$ cat config.mk
export PLATFORM = sky130hd
export DESIGN_NAME = dma_cmdq_regs
export DESIGN_NICKNAME = d
export VERILOG_FILES = /design/src/rtl/dcq_pkg.sv /design/src/rtl/dcq_decode.sv /design/src/rtl/dcq_regfile.sv /design/src/rtl/dcq_event.sv /design/src/rtl/dma_cmdq_regs.sv
export SDC_FILE = /design/constraint.sdc
export NUM_CORES = 2
export LEC_CHECK = 0
export ABC_CLOCK_PERIOD_IN_PS = 5150
export BUFFER_PORTS_ARGS = -buffer_cell sky130_fd_sc_hd__buf_2
export CAP_MARGIN = 0
export CORE_ASPECT_RATIO = 1.5
export CORE_UTILIZATION = 30
export DETAILED_ROUTE_END_ITERATION = 12
export SETUP_SLACK_MARGIN = 0.3
export SLEW_MARGIN = 10
export SYNTH_ARGS = -nofsm -noshare
export SYNTH_HDL_FRONTEND = slang
export SYNTH_HIERARCHICAL = 1
export SYNTH_SLANG_ARGS = --single-unit
$ cat constraint.sdc
create_clock -name clk -period 5.15 [get_ports clk]
set_input_delay 0.2575 -clock clk [delete_from_list [all_inputs] [get_ports clk]]
set_output_delay 0.2575 -clock clk [all_outputs]
set_load 0.05 [all_outputs]
$ cat src/rtl/dcq_pkg.sv
package dcq_pkg;
  localparam int DATA_W    = 32;
  localparam int NUM_WORDS = 32;
  localparam int IDX_W     = $clog2(NUM_WORDS);

  // word indices whose behaviour is special
  localparam int IDX_END   = 5;
  localparam int IDX_WPTR  = 6;
  localparam int IDX_RPTR  = 7;
  localparam int IDX_CTRL  = 8;
  localparam int IDX_STAT  = 9;

  localparam logic [DATA_W-1:0] PTR_MASK   = 32'h0003_FFFF;
  localparam logic [DATA_W-1:0] CTRL_MASK  = 32'hBFEF_F07F;
  localparam logic [DATA_W-1:0] STAT_FIXED = 32'hF800_0000;
  localparam logic [DATA_W-1:0] SKIP_KEY   = 32'hEE88_2266;
  localparam int DONE_UP   = 4;
  localparam int DONE_DOWN = 5;

  typedef struct packed {
    logic             store;     // plain or masked store into idx
    logic             wptr_upd;  // write-pointer update event
    logic [IDX_W-1:0] idx;
  } wr_cmd_t;

  function automatic logic [DATA_W-1:0] store_mask(input logic [IDX_W-1:0] idx);
    case (int'(idx))
      IDX_END, IDX_WPTR: store_mask = PTR_MASK;
      IDX_CTRL:          store_mask = CTRL_MASK;
      default:           store_mask = '1;
    endcase
  endfunction
endpackage

$ cat src/rtl/dcq_decode.sv
module dcq_decode
  import dcq_pkg::*;
#(
  parameter int ADDR_W = 12
) (
  input  logic [ADDR_W-1:0] bus_addr,
  input  logic              bus_wr,
  input  logic [DATA_W-1:0] bus_wdata,
  output wr_cmd_t           cmd,
  output logic              in_range,
  output logic [IDX_W-1:0]  idx,
  output logic              skip_arm,
  output logic              ack_clear
);
  localparam int HI_LSB = IDX_W + 2;

  logic unused_low;
  logic wr_ok;

  assign unused_low = ^bus_addr[1:0];
  assign in_range   = (bus_addr[ADDR_W-1:HI_LSB] == '0);
  assign idx        = bus_addr[HI_LSB-1:2];
  assign wr_ok      = bus_wr && in_range;

  always_comb begin
    cmd.idx      = idx;
    cmd.wptr_upd = wr_ok && (int'(idx) == IDX_WPTR);
    cmd.store    = wr_ok && (int'(idx) != IDX_RPTR) && (int'(idx) != IDX_STAT);
  end

  assign skip_arm  = wr_ok && (int'(idx) == IDX_RPTR) && (bus_wdata == SKIP_KEY);
  assign ack_clear = wr_ok && (int'(idx) == IDX_STAT) &&
                     (bus_wdata[DONE_UP] || bus_wdata[DONE_DOWN]);
endmodule

$ cat src/rtl/dcq_regfile.sv
module dcq_regfile
  import dcq_pkg::*;
(
  input  logic                              clk,
  input  logic                              rst_n,
  input  wr_cmd_t                           cmd,
  input  logic [DATA_W-1:0]                 wdata,
  input  logic [DATA_W-1:0]                 status_word,
  output logic [NUM_WORDS-1:0][DATA_W-1:0]  words
);
  logic [DATA_W-1:0] masked;
  assign masked = wdata & store_mask(cmd.idx);

  for (genvar i = 0; i < NUM_WORDS; i++) begin : g_word
    if (i == IDX_STAT) begin : g_stat
      assign words[i] = status_word;
    end else if (i == IDX_RPTR) begin : g_rptr
      always_ff @(posedge clk or negedge rst_n) begin
        if (!rst_n)            words[i] <= '0;
        else if (cmd.wptr_upd) words[i] <= wdata & PTR_MASK;
      end
    end else begin : g_store
      always_ff @(posedge clk or negedge rst_n) begin
        if (!rst_n)                                  words[i] <= '0;
        else if (cmd.store && (int'(cmd.idx) == i))  words[i] <= masked;
      end
    end
  end
endmodule

$ cat src/rtl/dcq_event.sv
module dcq_event
  import dcq_pkg::*;
(
  input  logic              clk,
  input  logic              rst_n,
  input  logic              wptr_upd,
  input  logic              skip_arm,
  input  logic              ack_clear,
  input  logic              irq_en,
  output logic              skip_armed,
  output logic              done,
  output logic              irq,
  output logic [DATA_W-1:0] status_word
);
  always_ff @(posedge clk or negedge rst_n) begin
    if (!rst_n) begin
      skip_armed <= 1'b0;
      done       <= 1'b0;
      irq        <= 1'b0;
    end else begin
      if (skip_arm) skip_armed <= 1'b1;
      if (wptr_upd) begin
        if (skip_armed) begin
          skip_armed <= 1'b0;
        end else begin
          done <= 1'b1;
          if (irq_en) irq <= 1'b1;
        end
      end
      if (ack_clear) begin
        done <= 1'b0;
        irq  <= 1'b0;
      end
    end
  end

  always_comb begin
    status_word = STAT_FIXED;
    status_word[DONE_UP]   = done;
    status_word[DONE_DOWN] = done;
  end
endmodule

$ cat src/rtl/dma_cmdq_regs.sv
module dma_cmdq_regs
  import dcq_pkg::*;
#(
  parameter int ADDR_W = 12
) (
  input  logic              clk,
  input  logic              rst_n,
  input  logic [ADDR_W-1:0] bus_addr,
  input  logic              bus_wr,
  input  logic              bus_rd,
  input  logic [31:0]       bus_wdata,
  output logic [31:0]       bus_rdata,
  output logic              irq_out
);
  wr_cmd_t                         cmd;
  logic                            in_range;
  logic [IDX_W-1:0]                idx;
  logic                            skip_arm, ack_clear;
  logic                            skip_armed, done;
  logic [DATA_W-1:0]               status_word;
  logic [NUM_WORDS-1:0][DATA_W-1:0] words;
  logic                            irq_en;

  dcq_decode #(.ADDR_W(ADDR_W)) u_dec (
    .bus_addr (bus_addr),
    .bus_wr   (bus_wr),
    .bus_wdata(bus_wdata),
    .cmd      (cmd),
    .in_range (in_range),
    .idx      (idx),
    .skip_arm (skip_arm),
    .ack_clear(ack_clear)
  );

  dcq_regfile u_rf (
    .clk        (clk),
    .rst_n      (rst_n),
    .cmd        (cmd),
    .wdata      (bus_wdata),
    .status_word(status_word),
    .words      (words)
  );

  assign irq_en = words[IDX_CTRL][DONE_UP] || words[IDX_CTRL][DONE_DOWN];

  dcq_event u_evt (
    .clk        (clk),
    .rst_n      (rst_n),
    .wptr_upd   (cmd.wptr_upd),
    .skip_arm   (skip_arm),
    .ack_clear  (ack_clear),
    .irq_en     (irq_en),
    .skip_armed (skip_armed),
    .done       (done),
    .irq        (irq_out),
    .status_word(status_word)
  );

  always_ff @(posedge clk or negedge rst_n) begin
    if (!rst_n)      bus_rdata <= '0;
    else if (bus_rd) bus_rdata <= in_range ? words[idx] : '0;
  end
endmodule

Yosys cells after proc, flatten, opt, wreduce, memory -nomap -nowiden:

Index checks and enable logic that the tools add are counted.

* magnitude comparators: 1
* equality and inequality tests: 38
* multiplexer cells: 14
* bitwise gates (word level): 1
* reduce and logical (&&, ||, !) cells: 47

Operators with widths (count)
* $bmux 32 s5: 1
* $eq 5x5->1 const B: 16
* $mux 32: 2
* $pmux 32 s2: 1
* $eq 5x4->1 const B: 9
* $logic_and 1x1->1: 38
* $and 32x32->32: 1
* $eq 32x32->1 const B: 1
* $eq 5x3->1 const B: 6
* $eq 5x2->1 const B: 2
* $logic_not 5->1: 2
* $mux 1: 10
* $lt 5x6->1 const B: 1
* $eq 5x1->1 const B: 1
* $ne 5x4->1 const B: 1
* $ne 5x5->1 const B: 1
* $reduce_bool 2->1: 2
* $reduce_and 3->1: 1
* $logic_or 1x1->1: 2
* $ne 2x2->1 const B: 1
* $reduce_and 2->1: 1
* $reduce_or 2->1: 1

* register bits: 1013

Longest topological paths before layout:

* word-level depth: 7
* depth in mapped cells: 11

Modules after synthesis:

The synthesis kept the hierarchy.

Modules (own cells, without submodules)
* dcq_regfile: times used 1, cells each 2251, area an instance 36807.8 um^2
* dma_cmdq_regs: times used 1, cells each 906, area an instance 9780.6 um^2
* dcq_event: times used 1, cells each 45, area an instance 367.9 um^2
* dcq_decode: times used 1, cells each 36, area an instance 284.0 um^2

Least setup slack after synthesis:

Ideal clock, no wire load.

* path kind: in2reg
* start point: in bus_addr[11]
* end point: reg u_rf/words[662] (netlist name)
* library setup time: 0.125 ns
* data arrival time: 2.218 ns
* slack: 2.808 ns
* stages: 8
* path buffers: 2
* cells stage by stage: nor4b_4 -> nand2_1 -> nor2_1 -> nor4b_2 -> nor2b_1 -> clkbuf_2 -> buf_4 -> mux2_2

RTL lines
* start: declaration: RTL line dma_cmdq_regs.sv:8 `input logic [ADDR_W-1:0] bus_addr,`
* end: declaration: RTL line dcq_regfile.sv:9 `output logic [NUM_WORDS-1:0][DATA_W-1:0] words`

==> flow_metrics.tcl <==
set metrics [dict create \
    status "finished, violations left" \
    violations "design-rule violations" \
    synth_common_cells "dfrtp_1 (1013), mux2_2 (972), mux2i_1 (272)" \
    cap_violations 0 \
    cts_buffers 94 \
    cp_slowest_cell "nand2_2" \
    setup.worst_path.class "in -> reg" \
    async_reset_ff_share_pct 100 \
    path_depth 9 \
    h-tree-depth 3 \
    period_minus_slack_ns 3.12 \
    worstPathArrival_ns 3.69 \
    final_area_um2 52600 \
    multi_input_area_um2 20100 \
    viasPerCell 5.13 \
    fp.dieH_um 488 \
    seq_area_um2 25300 \
    critPathLaunchType "input pin" \
    cts_sinks 1013 \
    holdCritPathClass "in -> reg" \
    clock-root-buffer "clkbuf_16" \
    power.internal_uw 12500 \
    yosysSeqAreaShare_pct 53.7 \
    ant_nets 0 \
    r2r-end "bus_rdata[20]" \
    synth.top_cells.by_area "dfrtp_1 (54%), mux2_2 (23%), mux4_2 (6.1%), mux2i_1 (5.8%), buf_4 (1.7%)" \
    p_switching_uw 3870 \
    cts_resized 0 \
    yosysUniqueCellTypes 46 \
    switching_share_pct 23.7 \
    drive_above_1_share_pct 45.7 \
    timing.rr.start "u_rf/words[372]" \
    routedWlPerCell_um 25.1 \
    holdPathEnd "u_evt/done" \
    holdPathStages 4 \
    p_clk_share_pct 44.1 \
    relSlewSlack_pct 24.7 \
    core-area_um2 157000 \
    post-synth-top-count-cell "dfrtp_1" \
    cp_cell_sequence "buf_6 -> or3b_1 -> a21oi_1 -> nor2_1 -> buf_4 -> nor4b_2 -> nand2_2 -> buf_4 -> mux2_2" \
    netlist_area_um2 47200 \
    finalClockSkew_ns 0.0277 \
    synthFlopType "dfrtp_1" \
    dr.pass1.iters 9 \
    ys_seq_elements 1013 \
    timing.critical_path.max_delay_family "simple AND/OR/NAND/NOR gates" \
    dp_hpwl_um 75700 \
    syn2layout_area_growth_pct 11.3 \
    netlist.area_leader.share_pct 53.7 \
    drc 4 \
    gp_congestion 0.767 \
    grt_remaining_overflow 0 \
    yosys_warnings 6 \
    power_frac_seq_pct 49.6 \
    fin_util_pct 33.6 \
    cts_tree "done" \
    path_max_fanout 55 \
    antenna_found_initial 21 \
    grt_pass1_vias 28900 \
    grt_max_degree 176 \
    rows 178 \
    hold_viol 0 \
    grt_pass1_wl_um 197000 \
    worstSkewPairLatency_ns 0.70 \
    maxSlewViolCount 0 \
    period_share_pct 60.6 \
    critPathMaxStageDelay_ns 0.75 \
    tightest_slew_ns 1.13 \
    r2r_slack_ns 3.33 \
    fmax_ghz 0.320 \
    critPathRequiredTime_ns 5.72 \
    post_synth.cell_area_avg_um2 14.6 \
    place_area_um2 49400 \
    port_buffers 78 \
    finalSetupViolations 0 \
    min_from "bus_addr[6]" \
    clock_path_buffers 3 \
    synth_cells 3238 \
    fillers 15200 \
    die_w_um 326 \
    finalNetCount 3182 \
    rsz0062_at_grt "no" \
    fin_tns_setup_ns 0 \
    io-pin-count 81 \
    worst-r2r-cell-count 4 \
    die_area_um2 159000 \
    crit_path_end_kind "register" \
    synth_edf_count 0 \
    drt_iter0_markers 1733 \
    vdd_drop_max_mv 0.217 \
    power_density_nw_per_um2 311 \
    power_leakage_uw 0.0255 \
    initial_core_util_pct 30.2 \
    path_common_cell "buf_4" \
    grt_use_total_pct 16.7 \
    dr_total_vias 27100 \
    critPathBufInv 3 \
    cts.reportedPaths.clkPinSlew_ns 0.06 \
    wirelength_um 133000 \
    yosysTopAreaCell "dfrtp_1" \
    pwr-share-comb_pct 6.2 \
]
## worst max path at each step
| stage | from | end | slack, ns |
|---|---|---|---|
| 2_1_floorplan | bus_addr[11] | u_rf/words[662] | 2.81 |
| 5_1_grt | bus_addr[3] | u_rf/words[15] | 1.91 |
| 3_3_place_gp | bus_addr[3] | u_rf/words[18] | 1.34 |
| 4_1_cts | bus_addr[3] | u_rf/words[11] | 2.06 |
| 6_report | bus_addr[3] | u_rf/words[11] | 2.03 |
| 3_5_place_dp | bus_addr[3] | u_rf/words[11] | 1.35 |
## metal layers
layer / track usage (%) / up-vias / routed length [µm]
met5: 0 / - / 128
met2: 28.7 / 526 / 66200
li1: - / 11500 / -
met3: 2.90 / 215 / 5940
met4: 5.61 / 24 / 3960
met1: 21.0 / 14800 / 56500
## cells by family after synthesis
| kind of cell | Yosys count | synth area share [%] |
|---|---|---|
| and+or+nand+nor | 202 | 2.42 |
| muxes | 1380 | 35.2 |
| AOI/OAI and AO/OA | 241 | 4.10 |
| buffers and inverters | 399 | 4.57 |
| DFF | 1013 | 53.7 |
| other | 3 | 0.0238 |
## per-stage QoR
step,power [µW],cells,hold WS (ns),worst slack (ns)
floorplan,8900,3279,-0.0381,2.81
global placement,9290,5107,0.359,1.34
detailed placement,9300,5107,0.361,1.35
CTS,16500,5280,0.0682,2.06
global route,16900,5280,0.109,1.91
finish,16400,5284,0.107,2.03
## worst register-to-register path, stage by stage, from the launching register on
cell and delay (ns):
dfrtp_1 0.40, mux4_2 0.47, mux2_2 0.29, a221oi_2 0.40, o2bb2ai_1 0.12
## registers in the layout, indices dropped and copies added, names as in the netlist
| register | cells |
|---|---|
| u_rf/words | 978 |
| bus_rdata | 32 |
| u_evt/irq | 1 |
| u_evt/done | 1 |
| u_evt/skip_armed | 1 |
## cells in the final DEF (no fill, tap or decap), types with 40 or more instances in the layout
cell type  Yosys  final
buf_4        107     46
clkbuf_16      0     96
a22oi_1       45     45
dfrtp_1     1013   1013
mux4_2       128    128
mux2i_1      272    272
conb_1         3     44
mux2_2       972    972
a22o_1        55     55
nand2_1       61     48
a21oi_1       52     52
and2_1        42     40
buf_2        106     73
## cell type report
cell class                 count  share of cell area (%)
sequential                  1013                    48.2
antenna                        4                  0.0190
tap                         2070                    4.93
inverter                       6                  0.0428
clock buffer                 143                    5.44
clock inverter                29                   0.581
timing repair buffer         152                    2.55
multi-input combinational   1867                    38.2
## power by group through the flow
stage | sequential, µW | combinational (µW) | clock, µW
final | 8120 | 1020 | 7220
after global placement | 8260 | 1030 | 0
after CTS | 8110 | 1040 | 7400
after floorplan | 8260 | 637 | 0
after global routing | 8120 | 1110 | 7670
after detailed placement | 8270 | 1040 | 0
## timing repair
action	CTS	global route
hold buffers	1	0
hold endpoints to repair	82	0
setup buffers	0	0
(Power assumes the default switching activity.)
